### config.mk
export PLATFORM = sky130hd
export DESIGN_NAME = aap_array
export DESIGN_NICKNAME = d
export VERILOG_FILES = /design/src/rtl/aap_pkg.sv /design/src/rtl/aap_ptr.sv /design/src/rtl/aap_word.sv /design/src/rtl/aap_array.sv
export SDC_FILE = /design/constraint.sdc
export NUM_CORES = 1
export LEC_CHECK = 0
export BUFFER_PORTS_ARGS = -buffer_cell sky130_fd_sc_hd__buf_2
export CAP_MARGIN = 20
export CORE_MARGIN = 3
export CORE_UTILIZATION = 59
export DETAILED_ROUTE_END_ITERATION = 12
export PLACE_DENSITY = 0.76
export SYNTH_ARGS = -nofsm -noshare
export SYNTH_HDL_FRONTEND = slang
export SYNTH_SLANG_ARGS = --single-unit
### constraint.sdc
create_clock -name clk -period 3.65 [get_ports clk]
set_input_delay 0.73 -clock clk [delete_from_list [all_inputs] [get_ports clk]]
set_output_delay 0.73 -clock clk [all_outputs]
set_load 0.01 [all_outputs]
### src/rtl/aap_pkg.sv
package aap_pkg;
  parameter int A_W   = 6;
  parameter int B_W   = 6;
  parameter int N_TAG = 4;

  localparam int D_W   = (A_W > B_W) ? A_W : B_W;
  localparam int P_W   = $clog2(D_W);
  localparam int CMD_W = 1 + 2 + 7 + 7 + 5 * N_TAG + 1;

  typedef enum logic [1:0] {
    DP_KEEP  = 2'd0,
    DP_CLR   = 2'd1,
    DP_SET   = 2'd2,
    DP_KEEP2 = 2'd3
  } dp_e;

  typedef struct packed {
    logic [2:0] srch;
    logic [1:0] wr;
    logic [1:0] cnt;
  } fld_t;

  typedef struct packed {
    logic [2:0] srch;
    logic [1:0] wr;
  } tagc_t;

  typedef struct packed {
    logic               kind;
    dp_e                dp;
    fld_t               a;
    fld_t               b;
    tagc_t [0:N_TAG-1]  tg;
    logic               lower;
  } cmd_t;

  // {care, want} for one searched bit
  function automatic logic [1:0] srch_crit(input logic [2:0] code, input logic d);
    case (code)
      3'd1:    return 2'b10;
      3'd2:    return 2'b11;
      3'd3:    return {1'b1, d};
      3'd4:    return {1'b1, ~d};
      default: return 2'b00;
    endcase
  endfunction

  // {enable, value} for one written bit
  function automatic logic [1:0] wr_crit(input logic [1:0] code, input logic d);
    case (code)
      2'd1:    return 2'b10;
      2'd2:    return 2'b11;
      2'd3:    return {1'b1, d};
      default: return 2'b00;
    endcase
  endfunction

  function automatic logic [P_W-1:0] bump(input logic [P_W-1:0] p, input int fw);
    return (p == P_W'(fw - 1)) ? '0 : p + 1'b1;
  endfunction
endpackage

### src/rtl/aap_ptr.sv
module aap_ptr
  import aap_pkg::*;
#(
  parameter int FW = 6
) (
  input  logic           clk,
  input  logic           rst_n,
  input  logic           ld_ctr,
  input  logic           ld_lim,
  input  logic [P_W-1:0] ld_val,
  input  logic           adv,
  output logic [P_W-1:0] ctr,
  output logic [P_W-1:0] lim
);
  always_ff @(posedge clk) begin
    if (!rst_n) begin
      ctr <= '0;
      lim <= '0;
    end else begin
      if (ld_ctr)   ctr <= ld_val;
      else if (adv) ctr <= bump(ctr, FW);
      if (ld_lim)   lim <= ld_val;
    end
  end
endmodule

### src/rtl/aap_word.sv
module aap_word
  import aap_pkg::*;
(
  input  logic             clk,
  input  logic             rst_n,
  input  logic [P_W-1:0]   a_pos,
  input  logic [P_W-1:0]   b_pos,
  input  logic [1:0]       a_sc,
  input  logic [1:0]       b_sc,
  input  logic [N_TAG-1:0] t_care,
  input  logic [N_TAG-1:0] t_want,
  input  logic             wr_en,
  input  logic [1:0]       a_wc,
  input  logic [1:0]       b_wc,
  input  logic [N_TAG-1:0] t_we,
  input  logic [N_TAG-1:0] t_wv,
  output logic             agree
);
  logic [A_W-1:0]   a_q;
  logic [B_W-1:0]   b_q;
  logic [N_TAG-1:0] t_q;
  logic             a_ok, b_ok, t_ok;

  always_comb begin
    a_ok  = !a_sc[1] || (a_q[a_pos] == a_sc[0]);
    b_ok  = !b_sc[1] || (b_q[b_pos] == b_sc[0]);
    t_ok  = &(~t_care | ~(t_q ^ t_want));
    agree = a_ok && b_ok && t_ok;
  end

  always_ff @(posedge clk) begin
    if (!rst_n) begin
      a_q <= '0;
      b_q <= '0;
      t_q <= '0;
    end else if (wr_en) begin
      if (a_wc[1]) a_q[a_pos] <= a_wc[0];
      if (b_wc[1]) b_q[b_pos] <= b_wc[0];
      for (int t = 0; t < N_TAG; t++)
        if (t_we[t]) t_q[t] <= t_wv[t];
    end
  end
endmodule

### src/rtl/aap_array.sv
module aap_array
  import aap_pkg::*;
#(
  parameter int NW = 16
) (
  input  logic             clk,
  input  logic             rst_n,
  input  logic             cmd_valid,
  input  logic [CMD_W-1:0] cmd,
  input  logic [D_W-1:0]   dreg,
  output logic             busy,
  output logic             any_match,
  output logic [NW-1:0]    match_vec
);
  cmd_t          ci, cq;
  logic          busy_q;
  logic [NW-1:0] flags, agree, hit, wr_en;
  logic [2:0]    na_op;
  logic [P_W-1:0] na_val;

  // named events for the checker
  logic accept, acc_assoc, seed_acc, step, step_last, lower_q;
  dp_e  cmd_dp;

  assign ci        = cmd_t'(cmd);
  assign na_op     = cmd[CMD_W-2 -: 3];
  assign na_val    = cmd[P_W-1:0];
  assign accept    = cmd_valid && !busy_q;
  assign acc_assoc = accept && !ci.kind;
  assign seed_acc  = accept && ci.kind && (na_op == 3'd4);
  assign cmd_dp    = ci.dp;
  assign step      = busy_q;
  assign lower_q   = cq.lower;

  // field counters: index 0 is A, 1 is B
  logic [P_W-1:0] ctr [2];
  logic [P_W-1:0] lim [2];
  logic [1:0]     sweep, single, pend, adv;

  assign sweep  = {cq.b.cnt == 2'd2, cq.a.cnt == 2'd2};
  assign single = {cq.b.cnt == 2'd1, cq.a.cnt == 2'd1};

  always_comb begin
    for (int g = 0; g < 2; g++) pend[g] = sweep[g] && (ctr[g] != lim[g]);
  end
  assign step_last = step && !(|pend);

  generate
    for (genvar g = 0; g < 2; g++) begin : g_ptr
      localparam int FW = (g == 0) ? A_W : B_W;
      assign adv[g] = step && (pend[g] || (single[g] && step_last));
      aap_ptr #(.FW(FW)) u_ptr (
        .clk    (clk),
        .rst_n  (rst_n),
        .ld_ctr (accept && ci.kind && (na_op == 3'(2 * g))),
        .ld_lim (accept && ci.kind && (na_op == 3'(2 * g + 1))),
        .ld_val (na_val),
        .adv    (adv[g]),
        .ctr    (ctr[g]),
        .lim    (lim[g])
      );
    end
  endgenerate

  // criteria for this step
  logic [1:0]       a_sc, b_sc, a_wc, b_wc;
  logic [N_TAG-1:0] t_care, t_want, t_we, t_wv;

  always_comb begin
    a_sc = srch_crit(cq.a.srch, dreg[ctr[0]]);
    b_sc = srch_crit(cq.b.srch, dreg[ctr[1]]);
    a_wc = wr_crit(cq.a.wr, dreg[ctr[0]]);
    b_wc = wr_crit(cq.b.wr, dreg[ctr[1]]);
    for (int t = 0; t < N_TAG; t++) begin
      {t_care[t], t_want[t]} = srch_crit(cq.tg[t].srch, dreg[t]);
      {t_we[t],   t_wv[t]}   = wr_crit(cq.tg[t].wr, dreg[t]);
    end
  end

  assign hit   = flags & agree;
  assign wr_en = !step ? '0 : (cq.lower ? {hit[NW-2:0], 1'b0} : hit);

  generate
    for (genvar i = 0; i < NW; i++) begin : g_word
      aap_word u_word (
        .clk    (clk),
        .rst_n  (rst_n),
        .a_pos  (ctr[0]),
        .b_pos  (ctr[1]),
        .a_sc   (a_sc),
        .b_sc   (b_sc),
        .t_care (t_care),
        .t_want (t_want),
        .wr_en  (wr_en[i]),
        .a_wc   (a_wc),
        .b_wc   (b_wc),
        .t_we   (t_we),
        .t_wv   (t_wv),
        .agree  (agree[i])
      );
    end
  endgenerate

  always_ff @(posedge clk) begin
    if (!rst_n) begin
      busy_q <= 1'b0;
      flags  <= '0;
      cq     <= '0;
    end else if (accept) begin
      cq <= ci;
      if (!ci.kind) begin
        busy_q <= 1'b1;
        if (ci.dp == DP_CLR)      flags <= '0;
        else if (ci.dp == DP_SET) flags <= '1;
      end else if (na_op == 3'd4) begin
        flags <= NW'(1);
      end
    end else if (step) begin
      flags <= (step_last && cq.lower) ? {hit[NW-2:0], 1'b0} : hit;
      if (step_last) busy_q <= 1'b0;
    end
  end

  assign busy      = busy_q;
  assign match_vec = flags;
  assign any_match = |flags;
endmodule

# --- Yosys cells after proc, flatten, opt, wreduce, memory -nomap -nowiden ---
# Index checks and enable logic that the tools add are counted.
word_totals:
  reg_bits: 320
  in_bits: 47
  out_inout_bits: 18
  wordCells: 610
classes:
  add_sub_neg: 2
  order_cmp: 4
  eq_ne: 91
  n_mux: 135
  bitwise: 56
  reduce_logical: 205
op_table:
  columns: ["op", "count"]
  rows:
  - ["bitwise mux 6 bit", 32]
  - ["AND reduction 2 bit", 96]
  - ["two-way mux 16 bit", 9]
  - ["binary-select mux 1 bit (select 3 bit)", 34]
  - ["inverter 4 bit", 17]
  - ["OR 4 bit", 16]
  - ["AND reduction 4 bit", 16]
  - ["XOR 4 bit", 16]
  - ["logical AND 1 bit", 48]
  - ["case mux 2 bit (4 select lines)", 6]
  - ["equality test 3 x 2 -> 1 bit, second input constant", 14]
  - ["two-way mux 1 bit", 40]
  - ["case mux 2 bit (3 select lines)", 6]
  - ["logical OR 1 bit", 34]
  - ["equality test 1 bit", 32]
  - ["equality test 2 bit, second input constant", 15]
  - ["equality test 3 bit, second input constant", 9]
  - ["equality test 3 x 1 -> 1 bit, second input constant", 7]
  - ["equality test 2 x 1 -> 1 bit, second input constant", 9]
  - ["two-way mux 3 bit", 6]
  - ["bitwise AND 16 bit", 1]
  - ["OR reduction 16 bit", 1]
  - ["< comparator 3 x 4 -> 1 bit, second input constant", 2]
  - ["adder 3 x 1 -> 3 bit, second input constant", 2]
  - ["other kinds (12)", 25]

# --- Logic depth before layout (Yosys ltp) ---
logic_depth:
  word_depth: 12
  depth_mapped: 13
  mapped_depth_nobuf: 8

# --- Modules after synthesis ---
# A second synthesis with hierarchy kept.
hier_totals:
  cells_unflattened: 2235
  area_unflattened_um2: 18515.3
by_module_without_submodules:
  columns: ["module", "n_inst", "cells_per_inst", "area_per_inst_um2", "seq_area_each_um2"]
  rows:
  - ["aap_word at g_word[0].u_word ...", 10, 108, 905.9, 320.3]
  - ["aap_word at g_word[4].u_word ...", 6, 109, 923.4, 320.3]
  - ["aap_array", 1, 455, 3388.2, 1041.0]
  - ["aap_ptr", 2, 23, 264.0, 120.1]

# --- Least setup slack after synthesis ---
# OpenSTA, ideal clock, no wires.
synth_timing:
  path_kind: "input to register"
  start: "input dreg[3]"
  end: "register g_word[5].u_word.a_q[2]"
  setup_ps: 72
  arrival_time_ps: 3091
  required_ps: 3578
  path_slack_ps: 487
  path_stages: 11
  path_buffers: 3
  path_cell_list: "buf_4 > nor3b_1 > buf_4 > nor3_1 > a211oi_1 > or4_1 > a2111oi_4 > nand2_4 > buf_6 > o22ai_1 > mux2i_1"
synth_between:
  elab_chain_len: 12
  word_cells_on_any_way: 36
  classes_between: "eq/ne (4); mux (11); bitwise (10); reduce/logical (11)"
synth_lines:
  columns: ["item", "line", "text"]
  rows:
  - ["start, declared", "aap_array.sv:10", "input logic [D_W-1:0] dreg,"]
  - ["binary-select mux 1 bit (select 3 bit), on equally long branches", "aap_array.sv:70, aap_array.sv:72, aap_array.sv:71", null]
  - ["two-way mux 1 bit, on equally long branches", "aap_array.sv:70, aap_array.sv:72, aap_array.sv:71", null]
  - ["inverter 1 bit", "aap_pkg.sv:43", "3'd4: return {1'b1, ~d};"]
  - ["case mux 2 bit (4 select lines)", "aap_pkg.sv:39", "case (code)"]
  - ["equality test 1 bit, on equally long branches", "aap_word.sv:25, aap_word.sv:26", null]
  - ["logical OR 1 bit, on equally long branches", "aap_word.sv:25, aap_word.sv:26", null]
  - ["logical AND 1 bit (2 in a row)", "aap_word.sv:28", "agree = a_ok && b_ok && t_ok;"]
  - ["bitwise AND 16 bit", "aap_array.sv:80", "assign hit = flags & agree;"]
  - ["two-way mux 16 bit (2 in a row)", "aap_array.sv:81", "assign wr_en = !step ? '0 : (cq.lower ? {hit[NW-2:0], 1'b0} : hit);"]
  - ["AND reduction 2 bit (no source line)", null, null]
  - ["end signal, assigned by index", "aap_word.sv:37", "if (a_wc[1]) a_q[a_pos] <= a_wc[0];"]
  - ["end, declared", "aap_word.sv:19", "logic [A_W-1:0] a_q;"]
# Several ways; a longest one is shown, not always the timed one. The select of a mux whose other input is x is not followed.
# A chain may end at the register's enable or synchronous reset.

# --- Worst setup path after layout ---
layout_timing:
  start: "register g_ptr[0].u_ptr.ctr[1]"
  end: "register g_word[6].u_word.b_q[2]"
layout_between:
  elab_chain_len: 12
  word_cells_on_any_way: 20
  classes_between: "eq/ne (2); mux (9); bitwise (2); reduce/logical (7)"
layout_lines:
  columns: ["item", "line", "text"]
  rows:
  - ["start, declared", "aap_ptr.sv:12", "output logic [P_W-1:0] ctr,"]
  - ["start signal, assigned", "aap_ptr.sv:20", "if (ld_ctr) ctr <= ld_val;"]
  - ["start signal, assigned", "aap_ptr.sv:21", "else if (adv) ctr <= bump(ctr, FW);"]
  - ["binary-select mux 1 bit (select 3 bit)", "aap_array.sv:70", "a_sc = srch_crit(cq.a.srch, dreg[ctr[0]]);"]
  - ["two-way mux 1 bit (not written as such)", "aap_array.sv:70", null]
  - ["inverter 1 bit", "aap_pkg.sv:43", null]
  - ["case mux 2 bit (4 select lines)", "aap_pkg.sv:39", null]
  - ["equality test 1 bit", "aap_word.sv:25", "a_ok = !a_sc[1] || (a_q[a_pos] == a_sc[0]);"]
  - ["logical OR 1 bit", "aap_word.sv:25", null]
  - ["logical AND 1 bit (2 in a row)", "aap_word.sv:28", null]
  - ["bitwise AND 16 bit (*)", "aap_array.sv:80", null]
  - ["two-way mux 16 bit (*) (2 in a row)", "aap_array.sv:81", null]
  - ["AND reduction 2 bit (no source line) (*)", null, null]
  - ["end signal, assigned by index", "aap_word.sv:38", "if (b_wc[1]) b_q[b_pos] <= b_wc[0];"]
  - ["end, declared", "aap_word.sv:20", "logic [B_W-1:0] b_q;"]
# Every way passes the cells marked *; elsewhere a longest branch is shown, timed or not. The select of a mux whose other input is x is not followed.

==> run metrics <==
Root Buffer=clkbuf_16; Flop pwr share=0.426; Critical Path RT=around 4.1 ns; minimum clock period=approximately 3.4 ns; synth unique cells=76; Critical Path Max Stage Delay=between 0.5 and 0.6 ns; Die Y=187.5 microns; Critical Path AT=between 3 and 4 ns; setup TNS=0 ns; post-CTS setup buffers=0; hold endpoint=cq[12]; Area Overhead vs Synth=11.37%; CP dominant cell by count=buf_4; # DRC=0; Synth area leader=dfxtp_1; final count of pins violating max slew=0; H-tree depth=2; Antenna Cells=0; Post-synth EDFFs=0; Peak VDD IR=0.4191 mV; Slew @ Worst Pin=slightly above 0.9 ns; Worst R2R Path Depth=10; #FFs+latches synth=320; Via Count=~19000; Placement Setup Slack=approximately 0.035 ns; Final period util=0.9343; sequential share of the synthesized area=0.3297; maxcap violations=0; asr flop ratio synth=0; Worst-Skew Late Latency=0.53 ns; Synth Instances=about 2300; setup ws final=~0.24 ns; worst rel slew slack=0.3908; Rows=65; hold-fix buffers at CTS=0; CTS tree=built; Critical Path Start Type=register; TritonCTS Buffers=36; critical path type=register to register; Int Power=between 0.006 and 0.007 W; Placer Congestion=roughly 0.95; count leader, synth=nand2_1; Final Skew=about 0.013 ns; Syn Nets=2332; ys flop type=dfxtp_1; detailed-route wire length per cell=about 24 microns; Worst-path clk slew=0.06 ns; first-pass GRT wire length=between 100 and 150 mm; clock share of power=0.436; top post-synthesis cells by count=411 x nand2_1, 320 x dfxtp_1, 280 x mux2i_1; Net Sw Frac=0.2804; Die X=187.5 microns; via-per-instance ratio=around 6.9; GRT Overall Usage=0.3585; DP HPWL=between 40 and 50 mm; final wirelength=about 66 mm; share of cells above drive strength 1=0.1548; largest cells by area after synthesis=dfxtp_1 33%, mux2i_1 14%, nand2_1 7.9%; pin count of the biggest net entering global routing=175; Initial Util=0.6064; unrepaired setup endpoints after global routing=no; initial antenna violation count=0; Critical Path Fanout Max=27; status=completed; total die area=between 30000 and 40000 sq um; worst min-delay path category=primary input to register; RR Startpoint=g_ptr[0].u_ptr.ctr[1]; Reg-to-Reg End=g_word[6].u_word.b_q[2]; Pwr Density=~400 nW/um^2; Syn. warnings=0; final number of hold-violating endpoints=0; io pins=65; I/O Buffers=64; Syn Area/Cell=8.507 sq um; hold path depth=3; first-iteration detailed-routing DRC count=~2400; # setup viols final=0; FMAX=293.2 MHz; Syn Std Cell Area=19430 sq um; Layout Nets=2353; GR Overflow Total=0; clock sinks=320; vias in the first global route=~18000; first drt pass iteration count=6; setup slack, reg-to-reg=approximately 0.24 ns; PostCTS Resize Cnt=0; antenna viol nets, final=0; slowest cell on the critical path=dfxtp_1; Logic pwr share=0.138; min-delay src=cmd[12]; crit end category=register; crit-path cells=buf_4 > nand2b_1 > o22ai_4 > o311ai_4 > buf_4 > a21oi_1 > a2111oi_4 > nand2_4 > o22ai_1 > mux2i_1; area share of the largest cell type after synthesis=0.3297; Pleak=just over 7 nW; core area=about 32000 sq um; deepest clock path buffer count=3; Psw=~0.0024 W
## sequential cells by signal, indices dropped and copies added (netlist names)
name               count
busy                   1
cq                    34
g_ptr.u_ptr.ctr        6
g_ptr.u_ptr.lim        6
g_word.u_word.a_q     96
g_word.u_word.b_q     96
g_word.u_word.t_q     64
lower_q                1
match_vec             16
## cell families after synthesis
kind of cell / after synthesis / synth area share
flops: 320 / 0.3297
xor+xnor: 30 / 0.01352
fa+ha+maj: 1 / 0.0006439
compound gates: 579 / 0.2318
simple gates: 803 / 0.1941
buf+inv: 237 / 0.05647
mux: 314 / 0.1738
## power by group through the flow
stage | Combinational, W | Clock (W) | Sequential (W)
global route | 0.00122 | 0.00383 | 0.00360
finish | 0.00116 | 0.00369 | 0.00360
floorplan | 0.000735 | 0 | 0.00365
detailed placement | 0.00112 | 0 | 0.00368
global placement | 0.00110 | 0 | 0.00368
CTS | 0.00112 | 0.00369 | 0.00360
## layer usage
| metal | part of all wire | routed length (microns) | vias to the layer above | GRT usage |
|---|---|---|---|---|
| li1 | - | - | 8503 | - |
| met3 | 0.10 | 6675 | 233 | 0.05547 |
| met4 | 0.051 | 3352 | 0 | 0.1659 |
| met2 | 0.45 | 29570 | 1213 | 0.5620 |
| met1 | 0.40 | 26660 | 9227 | 0.4874 |
| met5 | 0 | 0 | - | 0 |
## layout by cell type (no fill, tap or decap), types with 15 or more instances in the layout
| cell | instances |
|---|---|
| nand3_1 | 73 |
| nor3b_1 | 22 |
| and2_1 | 41 |
| nand2_1 | 411 |
| nor2b_1 | 21 |
| a221oi_1 | 17 |
| a211oi_1 | 30 |
| a311oi_1 | 17 |
| o2bb2ai_1 | 15 |
| xnor2_1 | 24 |
| mux2_2 | 17 |
| buf_4 | 129 |
| o22ai_1 | 182 |
| nand3b_1 | 23 |
| a2111oi_4 | 15 |
| o21ai_0 | 40 |
| a21oi_1 | 60 |
| a21o_1 | 19 |
| nor2_1 | 84 |
| mux2i_1 | 280 |
| nor3_1 | 58 |
| mux4_2 | 17 |
| o21ai_1 | 27 |
| dfxtp_1 | 318 |
| buf_2 | 63 |
| a32o_1 | 45 |
| clkbuf_16 | 37 |
| inv_1 | 15 |
## critical path, delay by kind of cell (launching register included)
family | cells | cell delay, ns
AOI/OAI and AO/OA | 5 | 1.37
buffers and inverters | 2 | 0.59
and+or+nand+nor | 2 | 0.58
DFF | 1 | 0.54
muxes | 1 | 0.22
## worst max path at each step
stage                     slack (ns)                      end                   from  cells past startpoint
after floorplan                 0.49  g_word[5].u_word.a_q[2]                dreg[3]                     11
after global placement          0.09  g_word[6].u_word.b_q[0]                dreg[0]                      9
after detailed placement        0.04  g_word[6].u_word.b_q[2]                dreg[0]                      9
after CTS                       0.35  g_word[6].u_word.b_q[2]  g_ptr[0].u_ptr.ctr[1]                     10
after global routing            0.10  g_word[1].u_word.t_q[1]  g_ptr[1].u_ptr.ctr[1]                     10
final                           0.24  g_word[6].u_word.b_q[2]  g_ptr[0].u_ptr.ctr[1]                     10
## layout make-up
| cell class | instances | area (sq um) |
|---|---|---|
| multi-input combinational | 1727 | 11960 |
| clock inverter | 11 | 112.6 |
| timing repair buffer | 202 | 1478 |
| inverter | 18 | 67.56 |
| tap | 435 | 544.3 |
| fill | 2661 | 10400 |
| sequential | 320 | 6409 |
| clock buffer | 54 | 1070 |
## per-stage QoR
stage / hold slack, ns / cells / total power, W / cell area [sq um] / util
5_1_grt: 0.4560 / 2767 / 0.008658 / 21640 / 0.6753
2_1_floorplan: 0.4313 / 2284 / 0.004388 / 19430 / -
4_1_cts: 0.4397 / 2766 / 0.008415 / 21630 / 0.6751
3_3_place_gp: 0.4391 / 2700 / 0.004773 / 20440 / 0.6380
3_5_place_dp: 0.4475 / 2701 / 0.004795 / 20450 / 0.6382
6_report: 0.4454 / 2767 / 0.008456 / 21640 / 0.6753
Note: power is estimated with default switching activity, not from simulation.
